[config.mk]
export PLATFORM = sky130hd
export DESIGN_NAME = uart_fifo_irq
export DESIGN_NICKNAME = d
export VERILOG_FILES = /design/src/rtl/uart_fifo_pkg.sv /design/src/rtl/uart_char_fifo.sv /design/src/rtl/uart_irq_ctrl.sv /design/src/rtl/uart_fifo_irq.sv
export SDC_FILE = /design/constraint.sdc
export NUM_CORES = 1
export LEC_CHECK = 0
export CORE_UTILIZATION = 50
export DETAILED_ROUTE_END_ITERATION = 8
export DONT_BUFFER_PORTS = 1
export HOLD_SLACK_MARGIN = 0.05
export PLACE_DENSITY = 0.68
export SYNTH_ARGS = -nofsm -noshare
export SYNTH_HDL_FRONTEND = slang
export SYNTH_SLANG_ARGS = --single-unit
[constraint.sdc]
create_clock -name clk -period 3.11 [get_ports clk]
set_clock_uncertainty 0.1 [all_clocks]
set_input_delay 0.622 -clock clk [delete_from_list [all_inputs] [get_ports clk]]
set_output_delay 0.622 -clock clk [all_outputs]
set_load 0.01 [all_outputs]
[src/rtl/uart_fifo_pkg.sv]
package uart_fifo_pkg;

    // register indices
    localparam int ADDR_W = 3;
    localparam logic [ADDR_W-1:0] A_RXCTL = 3'd0;
    localparam logic [ADDR_W-1:0] A_TXCTL = 3'd1;
    localparam logic [ADDR_W-1:0] A_STAT  = 3'd2;
    localparam logic [ADDR_W-1:0] A_IEN   = 3'd3;
    localparam logic [ADDR_W-1:0] A_ICAP  = 3'd4;

    // queue control word fields
    localparam int CTL_EN       = 0;
    localparam int CTL_FLUSH    = 1;
    localparam int CTL_TRIG_LSB = 8;
    localparam int TRIG_W       = 6;

    // status word fields
    localparam int FLD_W         = 6;
    localparam int ST_RXFILL_LSB = 0;
    localparam int ST_TXFILL_LSB = 8;
    localparam int ST_TXFREE_LSB = 24;

    // interrupt bit positions
    localparam int IRQ_TX    = 0;
    localparam int IRQ_RX    = 1;
    localparam int IRQ_ERR   = 2;
    localparam int IRQ_TXBUF = 3;
    localparam int NPEND     = 3;
    localparam int NIEN      = 4;

    typedef struct packed {
        logic              en;
        logic [TRIG_W-1:0] trig;
    } qctl_t;

    typedef struct packed {
        qctl_t           rx;
        qctl_t           tx;
        logic [NIEN-1:0] ien;
    } cfg_t;

endpackage

[src/rtl/uart_char_fifo.sv]
module uart_char_fifo #(
    parameter int DEPTH = 16,
    parameter int DW    = 8,
    parameter int CW    = $clog2(DEPTH + 1)
) (
    input  logic          clk,
    input  logic          rst_n,
    input  logic          en,
    input  logic          flush,
    input  logic          push,
    input  logic [DW-1:0] push_data,
    input  logic          pop,
    output logic [DW-1:0] head_data,
    output logic [CW-1:0] fill
);
    localparam int PW = (DEPTH > 1) ? $clog2(DEPTH) : 1;

    typedef struct packed {
        logic [DEPTH-1:0][DW-1:0] mem;
        logic [PW-1:0]            wr;
        logic [PW-1:0]            rd;
        logic [CW-1:0]            cnt;
    } fifo_st_t;

    fifo_st_t st_d, st_q;
    logic     full, empty, push_ok, pop_ok;

    function automatic logic [PW-1:0] ptr_inc(input logic [PW-1:0] p);
        return (p == PW'(DEPTH - 1)) ? '0 : p + 1'b1;
    endfunction

    assign full    = (st_q.cnt == CW'(DEPTH));
    assign empty   = (st_q.cnt == '0);
    assign push_ok = en && push && !full;
    assign pop_ok  = pop && !empty;

    always_comb begin
        st_d = st_q;
        if (flush) begin
            st_d.wr  = '0;
            st_d.rd  = '0;
            st_d.cnt = '0;
        end else begin
            if (push_ok) begin
                st_d.mem[st_q.wr] = push_data;
                st_d.wr           = ptr_inc(st_q.wr);
            end
            if (pop_ok) begin
                st_d.rd = ptr_inc(st_q.rd);
            end
            case ({push_ok, pop_ok})
                2'b10:   st_d.cnt = st_q.cnt + 1'b1;
                2'b01:   st_d.cnt = st_q.cnt - 1'b1;
                default: st_d.cnt = st_q.cnt;
            endcase
        end
    end

    always_ff @(posedge clk) begin
        if (!rst_n) st_q <= '0;
        else        st_q <= st_d;
    end

    assign head_data = empty ? '0 : st_q.mem[st_q.rd];
    assign fill      = st_q.cnt;

endmodule

[src/rtl/uart_irq_ctrl.sv]
module uart_irq_ctrl
    import uart_fifo_pkg::*;
#(
    parameter int CW = 5
) (
    input  logic              clk,
    input  logic              rst_n,
    input  logic [CW-1:0]     rx_fill,
    input  logic [CW-1:0]     tx_fill,
    input  qctl_t             rx_ctl,
    input  qctl_t             tx_ctl,
    input  logic              err_evt,
    input  logic [NPEND-1:0]  clr,
    input  logic [NIEN-1:0]   ien,
    output logic [NPEND-1:0]  pending,
    output logic              irq_tx,
    output logic              irq_rx,
    output logic              irq_err,
    output logic              irq_txbuf
);
    localparam int XW = (CW > TRIG_W) ? CW : TRIG_W;

    logic [NPEND-1:0] set_v;
    logic [NPEND-1:0] pend_d, pend_q;

    always_comb begin
        set_v          = '0;
        set_v[IRQ_TX]  = tx_ctl.en && (XW'(tx_fill) <= XW'(tx_ctl.trig));
        set_v[IRQ_RX]  = rx_ctl.en && (XW'(rx_fill) >= XW'(rx_ctl.trig));
        set_v[IRQ_ERR] = err_evt;
        pend_d         = (pend_q & ~clr) | set_v;
    end

    always_ff @(posedge clk) begin
        if (!rst_n) pend_q <= '0;
        else        pend_q <= pend_d;
    end

    assign pending   = pend_q;
    assign irq_tx    = pend_q[IRQ_TX]  && ien[IRQ_TX];
    assign irq_rx    = pend_q[IRQ_RX]  && ien[IRQ_RX];
    assign irq_err   = pend_q[IRQ_ERR] && ien[IRQ_ERR];
    assign irq_txbuf = ien[IRQ_TXBUF] && (tx_fill == '0);

endmodule

[src/rtl/uart_fifo_irq.sv]
module uart_fifo_irq
    import uart_fifo_pkg::*;
#(
    parameter int DEPTH = 16,
    parameter int DW    = 8
) (
    input  logic              clk,
    input  logic              rst_n,
    input  logic              reg_wr,
    input  logic [ADDR_W-1:0] reg_addr,
    input  logic [31:0]       reg_wdata,
    output logic [31:0]       reg_rdata,
    input  logic              host_tx_push,
    input  logic [DW-1:0]     host_tx_data,
    input  logic              host_rx_pop,
    output logic [DW-1:0]     host_rx_data,
    input  logic              shf_rx_push,
    input  logic [DW-1:0]     shf_rx_data,
    input  logic              shf_rx_err,
    input  logic              shf_tx_pop,
    output logic [DW-1:0]     shf_tx_data,
    output logic              shf_tx_valid,
    output logic              irq_tx,
    output logic              irq_rx,
    output logic              irq_err,
    output logic              irq_txbuf
);
    localparam int CW = $clog2(DEPTH + 1);

    cfg_t             cfg_d, cfg_q;
    logic             rx_flush, tx_flush;
    logic [NPEND-1:0] cap_clr;
    logic [NPEND-1:0] pending;
    logic [CW-1:0]    rx_fill, tx_fill, tx_free;
    logic             unused_wdata;

    assign unused_wdata = ^{reg_wdata[31:CTL_TRIG_LSB+TRIG_W], reg_wdata[CTL_TRIG_LSB-1:NIEN]};

    // configuration write decode
    always_comb begin
        cfg_d    = cfg_q;
        rx_flush = 1'b0;
        tx_flush = 1'b0;
        cap_clr  = '0;
        if (reg_wr) begin
            case (reg_addr)
                A_RXCTL: begin
                    cfg_d.rx.en   = reg_wdata[CTL_EN];
                    cfg_d.rx.trig = reg_wdata[CTL_TRIG_LSB +: TRIG_W];
                    rx_flush      = reg_wdata[CTL_FLUSH];
                end
                A_TXCTL: begin
                    cfg_d.tx.en   = reg_wdata[CTL_EN];
                    cfg_d.tx.trig = reg_wdata[CTL_TRIG_LSB +: TRIG_W];
                    tx_flush      = reg_wdata[CTL_FLUSH];
                end
                A_IEN:   cfg_d.ien = reg_wdata[NIEN-1:0];
                A_ICAP:  cap_clr   = reg_wdata[NPEND-1:0];
                default: ;
            endcase
        end
    end

    always_ff @(posedge clk) begin
        if (!rst_n) cfg_q <= '0;
        else        cfg_q <= cfg_d;
    end

    uart_char_fifo #(.DEPTH(DEPTH), .DW(DW), .CW(CW)) i_rxq (
        .clk       (clk),
        .rst_n     (rst_n),
        .en        (cfg_q.rx.en),
        .flush     (rx_flush),
        .push      (shf_rx_push),
        .push_data (shf_rx_data),
        .pop       (host_rx_pop),
        .head_data (host_rx_data),
        .fill      (rx_fill)
    );

    uart_char_fifo #(.DEPTH(DEPTH), .DW(DW), .CW(CW)) i_txq (
        .clk       (clk),
        .rst_n     (rst_n),
        .en        (cfg_q.tx.en),
        .flush     (tx_flush),
        .push      (host_tx_push),
        .push_data (host_tx_data),
        .pop       (shf_tx_pop),
        .head_data (shf_tx_data),
        .fill      (tx_fill)
    );

    uart_irq_ctrl #(.CW(CW)) i_irq (
        .clk       (clk),
        .rst_n     (rst_n),
        .rx_fill   (rx_fill),
        .tx_fill   (tx_fill),
        .rx_ctl    (cfg_q.rx),
        .tx_ctl    (cfg_q.tx),
        .err_evt   (shf_rx_err),
        .clr       (cap_clr),
        .ien       (cfg_q.ien),
        .pending   (pending),
        .irq_tx    (irq_tx),
        .irq_rx    (irq_rx),
        .irq_err   (irq_err),
        .irq_txbuf (irq_txbuf)
    );

    assign tx_free      = CW'(DEPTH) - tx_fill;
    assign shf_tx_valid = (tx_fill != '0);

    // register readback
    always_comb begin
        reg_rdata = '0;
        case (reg_addr)
            A_RXCTL: begin
                reg_rdata[CTL_EN]                    = cfg_q.rx.en;
                reg_rdata[CTL_TRIG_LSB +: TRIG_W]    = cfg_q.rx.trig;
            end
            A_TXCTL: begin
                reg_rdata[CTL_EN]                    = cfg_q.tx.en;
                reg_rdata[CTL_TRIG_LSB +: TRIG_W]    = cfg_q.tx.trig;
            end
            A_STAT: begin
                reg_rdata[ST_RXFILL_LSB +: FLD_W]    = FLD_W'(rx_fill);
                reg_rdata[ST_TXFILL_LSB +: FLD_W]    = FLD_W'(tx_fill);
                reg_rdata[ST_TXFREE_LSB +: FLD_W]    = FLD_W'(tx_free);
            end
            A_IEN:   reg_rdata[NIEN-1:0]  = cfg_q.ien;
            A_ICAP:  reg_rdata[NPEND-1:0] = pending;
            default: reg_rdata = '0;
        endcase
    end

endmodule

[Word level (Yosys, flattened, before mapping)]
Index checks and enable logic that the tools add are counted.
Storage, ports and cells
  register bits: 303
  word-level logic and storage cells: 142
Operators by class
  add/sub/neg operators: 9
  magnitude comparators: 8
  equality and inequality tests: 14
  muxes and demuxes: 30
  bitwise logic cells: 6
  reduce and logical (&&, ||, !) cells: 31
Operator list (number)
  128-bit bitwise mux: 2
  8-bit binary-select mux with 4-bit select: 2
  8-bit demux with 4-bit select: 2
  8-bit two-way mux: 6
  4-bit by 5-bit < comparator with 1-bit output (second input constant): 4
  5-bit case mux with 2 select lines: 2
  6-bit case mux with 3 select lines: 1
  4-bit by 1-bit adder with 4-bit output (second input constant): 4
  4-bit == test (second input constant): 4
  4-bit two-way mux: 4
  1-bit logical AND: 14
  5-bit by 1-bit adder with 5-bit output (second input constant): 2
  5-bit == test (second input constant): 2
  5-bit logical NOT: 2
  2-bit AND reduction: 5
  5-bit by 1-bit subtractor with 5-bit output (second input constant): 2
  4-bit by 1-bit greater-or-equal comparator with 1-bit output (second input constant): 2
  3-bit by 2-bit == test with 1-bit output (second input constant): 2
  5-bit by 6-bit greater-or-equal comparator with 1-bit output: 1
  5-bit by 6-bit <= comparator with 1-bit output: 1
  3-bit two-way mux: 2
  2-bit case mux with 3 select lines: 1
  1-bit two-way mux: 5
  5-bit two-way mux: 1
  16 further kinds: 25

[Depth between registers and ports, before layout]
Gate-level depths: netlist of the first run.
  word-level depth: 6
  depth in mapped cells: 15
  depth with buffers taken out: 14

[By module]
A second synthesis of the first run with hierarchy kept.
Second synthesis, totals
  cells, all modules: 1407
  area total of the unflattened synthesis: 15904.0 um^2
Modules (own cells, without submodules)
  uart_char_fifo at i_txq: instances 1, cells each 609, area each 7138.1 um^2
  uart_char_fifo at i_rxq: instances 1, cells each 607, area each 7105.6 um^2
  uart_fifo_irq: instances 1, cells each 141, area each 1253.7 um^2
  uart_irq_ctrl: instances 1, cells each 50, area each 406.6 um^2

[Worst setup path before layout of the first run]
OpenSTA, ideal clock, no wires.
  path type: flip-flop to flip-flop
  from: register i_txq.st_q, in the netlist i_txq.fill[2]
  to: register i_txq.st_q, in the netlist i_txq.fill[4]
  setup time: 0.128 ns
  data arrival time: 2.801 ns
  required time: 2.882 ns
  setup slack: 0.082 ns
  cell stages (with the launch flop): 16
  clock period less this slack: 3.028 ns
  cells stage by stage: dfxtp_1 -> clkbuf_1 -> nor2_1 -> and2_1 -> ha_1 -> nor2b_1 -> clkbuf_1 -> ha_1 -> clkbuf_1 -> xor2_1 -> ha_1 -> a21oi_1 -> a32oi_1 -> a31oi_1 -> xnor2_1 -> nor2_1
On the way
  cells in the longest elaborated chain, start to end: 5
Ends and longest elaborated chain
  start: declaration: RTL line uart_char_fifo.sv:25  | fifo_st_t st_d, st_q;
  start signal: assignment: RTL line uart_char_fifo.sv:61  | else st_q <= st_d;
  5-bit logical NOT *: RTL line uart_char_fifo.sv:33  | assign empty = (st_q.cnt == '0);
  1-bit logical NOT *: RTL line uart_char_fifo.sv:35  | assign pop_ok = pop && !empty;
  1-bit logical AND *: RTL line uart_char_fifo.sv:35
  named net i_txq.pop_ok: RTL line uart_char_fifo.sv:26  | logic full, empty, push_ok, pop_ok;
  2-bit by 1-bit == test with 1-bit output / 2-bit == test (equally long branches): RTL line uart_char_fifo.sv:51  | case ({push_ok, pop_ok})
  5-bit case mux with 2 select lines / 2-bit nonzero test (equally long branches)
Mark *: on every way through the listed nets, which the timed path passes. The rest lies on a longest branch.
A chain may end at the register's enable or synchronous reset.

[Final worst setup path of the first run]
  from: register i_txq.st_q[5] in the netlist's numbering
  to: output shf_tx_data[7]
On the way
  cells in the longest elaborated chain, start to end: 3
Ends and longest elaborated chain
  8-bit binary-select mux with 4-bit select: RTL line uart_char_fifo.sv:64  | assign head_data = empty ? '0 : st_q.mem[st_q.rd];
  8-bit two-way mux (implied by the code): RTL line uart_char_fifo.sv:64
  8-bit two-way mux: RTL line uart_char_fifo.sv:64
  end: declaration: RTL line uart_fifo_irq.sv:21  | output logic [DW-1:0] shf_tx_data,
No other way between the ends. The select of a mux whose other input is x is not followed.

==> summary.md, run 1 <==
| Metric | Value |
|---|---|
| PortBufs | `0` |
| Compound-Gate Fraction of Synth Area | `between 10% and 20%` |
| Initial core utilization | `a little over 50%` |
| Commonest cells after routing, fill and taps aside | `dfxtp_1, nand3_1, o21ai_0` |
| Yosys warnings | `0` |
| Synth top area share | `between 40% and 50%` |
| Height of the die | `between 150 and 200 µm` |
| # diodes | `0` |
| Layout cell share with drive strength beyond 1 | `between 10% and 20%` |
| CTS Sinks | `303` |
| Crit path DAT | `2.25 ns` |
| Relative slew slack | `roughly 42%` |
| Sequential area share after synthesis | `roughly 43%` |
| Die area | `between 0.02 and 0.03 mm²` |
| Routed len/inst | `approximately 18 µm` |
| Total overflow reported by the global router | `0` |
| Cell Pwr Density | `528 mW/mm²` |
| Async set-reset flop share out of synthesis | `0%` |
| Crit Path Max Fanout | `30` |
| Global-route wire length before repair | `between 50000 and 60000 µm` |
| Routability Congestion | `0.828` |
| Tcrit/Tclk final | `between 90% and 100%` |
| Vias/cell | `approximately 5.8` |
| Startpoint Class | `flop` |
| HP Class | `in2reg` |
| ANT nets after route | `0` |
| Row Count | `61` |
| Gate power share | `around 2.4%` |
| Total Routed Length | `around 34000 µm` |
| Minimum clock period | `approximately 3.0 ns` |
| Fill count | `approximately 2500` |
| Initial antenna violation count | `0` |
| Number of synthesized flops with an enable pin | `0` |
| Lkg Pwr | `5.07 nW` |
| Synth Cell Area | `between 0.01 and 0.015 mm²` |
| Critical Path Slowest Stage Cell | `mux4_2` |
| Total track usage | `between 20% and 30%` |
| Number of distinct library cells after synthesis | `just under 60` |
| Largest family of logic cells by synthesized area | `simple AND/OR/NAND/NOR gates` |
| Post-CTS Setup Repair Bufs | `0` |
| Slew Limit Fails | `0` |
| Hold Path Stages | `2` |
| Slew @ Worst Pin | `between 0.8 and 0.9 ns` |
| I/O Pins | `roughly 110` |
| Yosys reg bits | `approximately 300` |
| Root Buffer | `clkbuf_16` |
| Crit-path cells | `buf_12 -> mux4_2 -> mux2i_1 -> o22ai_2` |
| Core ar. | `~0.028 mm²` |
| Main synth FF type | `dfxtp_1` |
| Buf/Inv on CP | `1` |
| Longest Clk Path Bufs | `3` |
| Fmax | `approximately 340 MHz` |
| Post-CTS resize count | `0` |
| DR iter-0 viols | `slightly above 800` |
| Peak supply drop | `slightly above 0.4 mV` |
| RSZ-0062 raised after global routing | `false` |
| Vias in the first global route | `between 10000 and 15000` |
| Worst path top cell family by delay | `multiplexers` |
| Synth Area in XOR/XNOR | `less than 1%` |
| Hold Vio Cnt, Final | `0` |
| CTS tree | `yes` |
| Max cap viols | `0` |
| Htree depth | `2` |
| P_int | `6.41 mW` |
| Setup Viol. Count Final | `0` |
| Die W | `around 170 µm` |
| Avg Cell Area, Syn | `between 9 and 10 µm²` |
| Sw frac | `21.1%` |
| Final Core Density | `55.2%` |
| Switching power | `1.71 mW` |
| Mapped Cells | `roughly 1600` |
| Worst skew pair latency | `about 0.52 ns` |
| Post-synthesis simple-gate area fraction | `between 10% and 20%` |
| Pre-antenna DRT Iters | `5` |
| Post-Synth Adder-Cell Area | `~2.6%` |
| Leading cell type in the layout, fill and taps excluded | `dfxtp_1` |
| Critical path data required time | `2.39 ns` |
| Power share of the clock group | `between 40% and 50%` |
| Slowest Stage Delay on Critical Path | `between 0.5 and 0.6 ns` |
| Stages on the worst setup path | `4` |
| Synth area leader | `dfxtp_1` |
| Net count, final | `around 1600` |
| Vias | `between 10000 and 15000` |
| Top post-synthesis cells by area | `dfxtp_1, nand3_1, mux4_2` |
| Setup_tns | `0 ns` |
| Area grow syn2layout | `8.31%` |
| CTS Hold Bufs | `0` |
| Reg2reg path depth | `13` |
| Outcome | `completed` |
| CTS clk-pin slew, worst paths | `0.06 ns` |
| CTS Buf Count | `34` |
| Post-synthesis mux area share | `a little over an eighth` |
| DRC | `0` |
| CP endpoint kind | `primary output` |
| Sequential share of power | `a little under half` |
| Largest net degree at the start of global routing | `about 360` |
| Crit path kind | `reg2out` |
| DP HPWL | `21500 µm` |
registers in the layout (all words and copies together), names as in the netlist:
name and count:
i_rxq.st_q 136, i_txq.st_q 136, cfg_q 18, i_rxq.fill 5, i_txq.fill 5, i_irq.pending 3
area by class of cell:
| cell class | instances | area [µm²] | area share (%) |
|---|---|---|---|
| tap | 378 | 473 | 3.08 |
| inverter | 26 | 97.6 | 0.635 |
| timing repair buffer | 35 | 313 | 2.04 |
| clock buffer | 50 | 1020 | 6.65 |
| clock inverter | 9 | 118 | 0.765 |
| multi-input combinational | 1097 | 7270 | 47.3 |
| sequential | 303 | 6070 | 39.5 |
synthesized netlist by cell type (4+ instances only):
library cell and n:
or3_1 4, and2_1 6, dfxtp_1 303, o211ai_1 8, nand4_1 5, nand3_1 283, mux2_2 9, xor2_1 13
o21ai_1 93, a21oi_1 33, a32oi_1 9, nand2_1 135, buf_2 36, ha_1 30, nor2b_1 20, a21boi_0 8
nor3_1 4, mux4_2 49, o22ai_1 17, o21ai_0 177, nand2b_1 6, buf_6 17, and3_1 10, buf_1 33
nor2_1 48, inv_1 26, nand3_4 10, mux2i_1 67, clkbuf_1 53, buf_4 20
metal layers:
metal | track usage [%] | share of wire (%)
met5 | 0 | 0
met1 | 28.5 | 42
met4 | 8.73 | 3.1
met2 | 41.1 | 50
met3 | 4.33 | 4.6
cell families (layout without fill, tap and decap cells):
| kind of cell | after synthesis | in the layout |
|---|---|---|
| xor gates and xnor gates | 15 | 15 |
| muxes | 125 | 125 |
| adders and majority gates | 30 | 30 |
| and+or+nand+nor | 540 | 540 |
| other | 1 | 16 |
| buffers and inverters | 186 | 120 |
| AOI/OAI and AO/OA | 371 | 371 |
| DFF | 303 | 303 |
worst register-to-register path, cell delays in order, from the launching register on:
cell	delay, ns
dfxtp_1	0.32
inv_1	0.08
ha_1	0.23
and2_1	0.16
ha_1	0.18
nor2_1	0.17
inv_1	0.16
ha_1	0.24
xor2_1	0.15
ha_1	0.17
a21oi_1	0.25
xor2_1	0.12
or3_1	0.31
a21oi_1	0.14
per-stage QoR:
step           area, µm²  worst slack [ns]  hold slack, ns  cells  total power [mW]
3_3_place_gp       14200             0.321           0.332   1839              4.18
3_5_place_dp       14200             0.265           0.339   1839              4.18
6_report           15400             0.138           0.142   1898              8.12
4_1_cts            15300            0.0151           0.131   1898              8.19
5_1_grt            15400            0.0178           0.138   1898              8.39
2_1_floorplan      14200            0.0817           0.325   1586              4.23
path summary, 6_finish.rpt:
path / startpoint / endpoint / slack (ns)
setup / recovery: i_txq.st_q[5]$_SDFFE_PP0P_ / shf_tx_data[7] / 0.14
hold / removal: shf_rx_data[0] / i_rxq.st_q[53]$_SDFFE_PN0P_ / 0.14
setup reg to reg: i_txq.fill[0]$_SDFFE_PP0P_ / i_txq.fill[2]$_SDFFE_PP0P_ / 0.25
hold reg to reg: i_rxq.st_q[50]$_SDFFE_PN0P_ / i_rxq.st_q[50]$_SDFFE_PN0P_ / 0.34
power by group through the flow:
stage / Sequential, mW / Clock [mW] / Combinational, mW
CTS: 3.90 / 4.09 / 0.196
floorplan: 3.98 / 0 / 0.241
global placement: 3.99 / 0 / 0.192
detailed placement: 3.99 / 0 / 0.195
finish: 3.90 / 4.02 / 0.197
global route: 3.90 / 4.27 / 0.218
No activity file was read; power rests on OpenSTA's default activity.
==> run 2, diff against run 1 <==
ABC_AREA = 1   (was default)
==> run 2 against run 1 <==
Sequential share of layout area is 4.5 points lower. Global-route usage is 2.9 points higher. Count of clock-buffer cells in the layout is 3 lower. Maximum frequency is 2.5% higher. Critical path depth is 2 higher. Total power is 46% higher. Die area is 13% higher. Routed wire length is 31% higher. Area after synthesis is 14% higher. Non-clock buffer count is 4 higher. Critical path type unchanged. Highest routed layer unchanged.
==> summary.md, run 2 <==
| Metric | Value |
|---|---|
| Synth area leader | `dfxtp_1` |
| Setup_tns | `0 ns` |
| Relative slew slack | `between 40% and 50%` |
| Mapped Cells | `2612` |
| Startpoint Class | `flop` |
| Final Core Density | `approximately 55%` |
| Sequential area share after synthesis | `37.7%` |
| Crit path DAT | `2.18 ns` |
| PortBufs | `0` |
| Slew Limit Fails | `0` |
| Net count, final | `between 2000 and 3000` |
| Synth Cell Area | `0.0161 mm²` |
| Initial antenna violation count | `0` |
| Top-count cell post-synth | `nand2_1` |
| CTS Sinks | `~300` |
| DRC | `0` |
| Main synth FF type | `dfxtp_1` |
| Number of synthesized flops with an enable pin | `0` |
| Routability Congestion | `between 0.9 and 1` |
| Root Buffer | `clkbuf_16` |
| Synth top area share | `37.7%` |
| Async set-reset flop share out of synthesis | `0%` |
| Minimum clock period | `2.90 ns` |
| Lkg Pwr | `around 8.1 nW` |
| Overall power | `about 12 mW` |
| CTS Buf Count | `34` |
| CTS Hold Bufs | `0` |
| Total overflow reported by the global router | `0` |
| Height of the die | `about 180 µm` |
| Cell Pwr Density | `approximately 700 mW/mm²` |
| Tcrit/Tclk final | `93.3%` |
| Avg Cell Area, Syn | `6.17 µm²` |
| RSZ-0062 raised after global routing | `false` |
| Global-route wire length before repair | `a little over 70000 µm` |
| DR iter-0 viols | `roughly 1200` |
| Top post-synthesis cells by area | `dfxtp_1, nand2_1, nand3_1` |
| Hold Path Stages | `2` |
| Crit path kind | `reg2out` |
| CP endpoint kind | `primary output` |
| FF/Latch Area | `around 0.0061 mm²` |
| Largest net degree at the start of global routing | `approximately 160` |
| Total track usage | `26.3%` |
| CTS tree | `yes` |
| Vias | `approximately 15000` |
| Commonest cells after routing, fill and taps aside | `nand2_1, nor2_1, inv_1` |
| Worst skew pair latency | `slightly above 0.5 ns` |
| Fill count | `between 3000 and 4000` |
| Dpl cells | `roughly 2900` |
| Non-Filler Instances | `between 2000 and 3000` |
| Number of distinct library cells after synthesis | `33` |
| Die area | `around 0.033 mm²` |
| Area grow syn2layout | `7.60%` |
| Leading cell type in the layout, fill and taps excluded | `nand2_1` |
| DP HPWL | `approximately 28000 µm` |
| Row Count | `65` |
| Reg2reg path depth | `19` |
| Post-route cell area | `around 0.017 mm²` |
| CTS clk-pin slew, worst paths | `around 0.060 ns` |
| Regs by FF count | `i_rxq.st_q x136, i_txq.st_q x136, cfg_q x18` |
| Hold Vio Cnt, Final | `0` |
| Pre-antenna DRT Iters | `5` |
| Max cap viols | `0` |
| Routed len/inst | `between 10 and 15 µm` |
| Die W | `about 180 µm` |
| Layout cell share with drive strength beyond 1 | `4.38%` |
| Htree depth | `2` |
| Placed Area | `roughly 0.016 mm²` |
| Multi-input logic area | `roughly 0.008 mm²` |
| Core ar. | `0.0316 mm²` |
| Peak supply drop | `just under 0.5 mV` |
| Yosys reg bits | `between 300 and 400` |
| Crit Path Max Fanout | `10` |
| HP Class | `in2reg` |
| Yosys warnings | `0` |
| Vias in the first global route | `roughly 14000` |
| Initial core utilization | `roughly half` |
| Vias/cell | `5.18` |
| Slew @ Worst Pin | `about 0.76 ns` |
| Synth top cells by count | `nand2_1, nor2_1, inv_1` |
| ANT nets after route | `0` |
| Longest Clk Path Bufs | `3` |
| I/O Pins | `112` |
| Total Routed Length | `43900 µm` |
| Setup Viol. Count Final | `0` |
| Outcome | `completed` |
| # diodes | `0` |
| Critical path data required time | `between 2 and 2.5 ns` |
| Fmax | `about 340 MHz` |
[run 2: cell count changes after synthesis, sizes merged, moves of 10 or more]
| cell | delta |
|---|---|
| mux4 | -49 |
| and3 | -10 |
| inv | +310 |
| nand2 | +682 |
| nor2 | +328 |
| nor2b | -20 |
| o22ai | -14 |
| mux2i | -67 |
| o21ai | -219 |
| a21oi | +146 |
| buf | -30 |
| clkbuf | +33 |
[run 2: logic make-up after synthesis]
family	share of synthesized area [%]
AOI/OAI and AO/OA	8.26
xor gates and xnor gates	0.435
adders and majority gates	2.33
buffers and inverters	12.9
DFF	37.7
other	0.0233
and+or+nand+nor	38.4
[run 2: final timing paths]
kind	from	endpoint	slack (ns)
hold reg to reg	i_txq.st_q[103]$_SDFFE_PN0P_	i_txq.st_q[103]$_SDFFE_PN0P_	0.36
hold / removal	shf_rx_err	i_irq.pending[2]$_SDFF_PN0_	0.15
setup / recovery	i_rxq.st_q[8]$_SDFFE_PP0P_	host_rx_data[4]	0.21
setup reg to reg	i_txq.fill[0]$_SDFFE_PP0P_	i_txq.fill[4]$_SDFFE_PP0P_	0.34
[run 2: what timing repair did]
action	4_1_cts	5_1_grt
buffers inserted	0	0
gates resized for setup	0	3
setup endpoints to repair	0	8
[run 2: stage by stage]
stage          setup WS [ns]  hold slack [ns]
2_1_floorplan          0.421            0.337
5_1_grt               0.0181            0.141
3_5_place_dp           0.392            0.350
4_1_cts               0.0831            0.136
3_3_place_gp           0.432            0.344
6_report               0.210            0.148
[run 2: routing by layer]
metal	GRT usage, %	vias to the layer above	wire, µm
li1	-	7871	-
met1	33.0	6935	19000
met2	46.1	438	21200
met3	3.29	105	2300
met4	9.69	0	1450
met5	0	-	0
[run 2: layout make-up]
type	instances	share of cell area, %
multi-input combinational	1820	46.3
sequential	303	35.0
inverter	341	7.41
clock buffer	47	5.72
tap	402	2.90
timing repair buffer	39	1.93
clock inverter	9	0.715
[run 2: critical path, cell delays in order, from the launching register on]
cell and delay [ns]:
dfxtp_1 0.35, clkinv_1 0.28, nor2_1 0.46, nand2_1 0.11
nand2_1 0.10, inv_1 0.05, a21oi_1 0.32
[run 2: power breakdown]
group / internal [mW] / switching (mW) / leakage [nW] / total (mW)
clock: 2.46 / 1.60 / 0.554 / 4.06
sequential: 3.98 / 0.119 / 2.44 / 4.10
combinational: 1.22 / 2.52 / 5.11 / 3.73
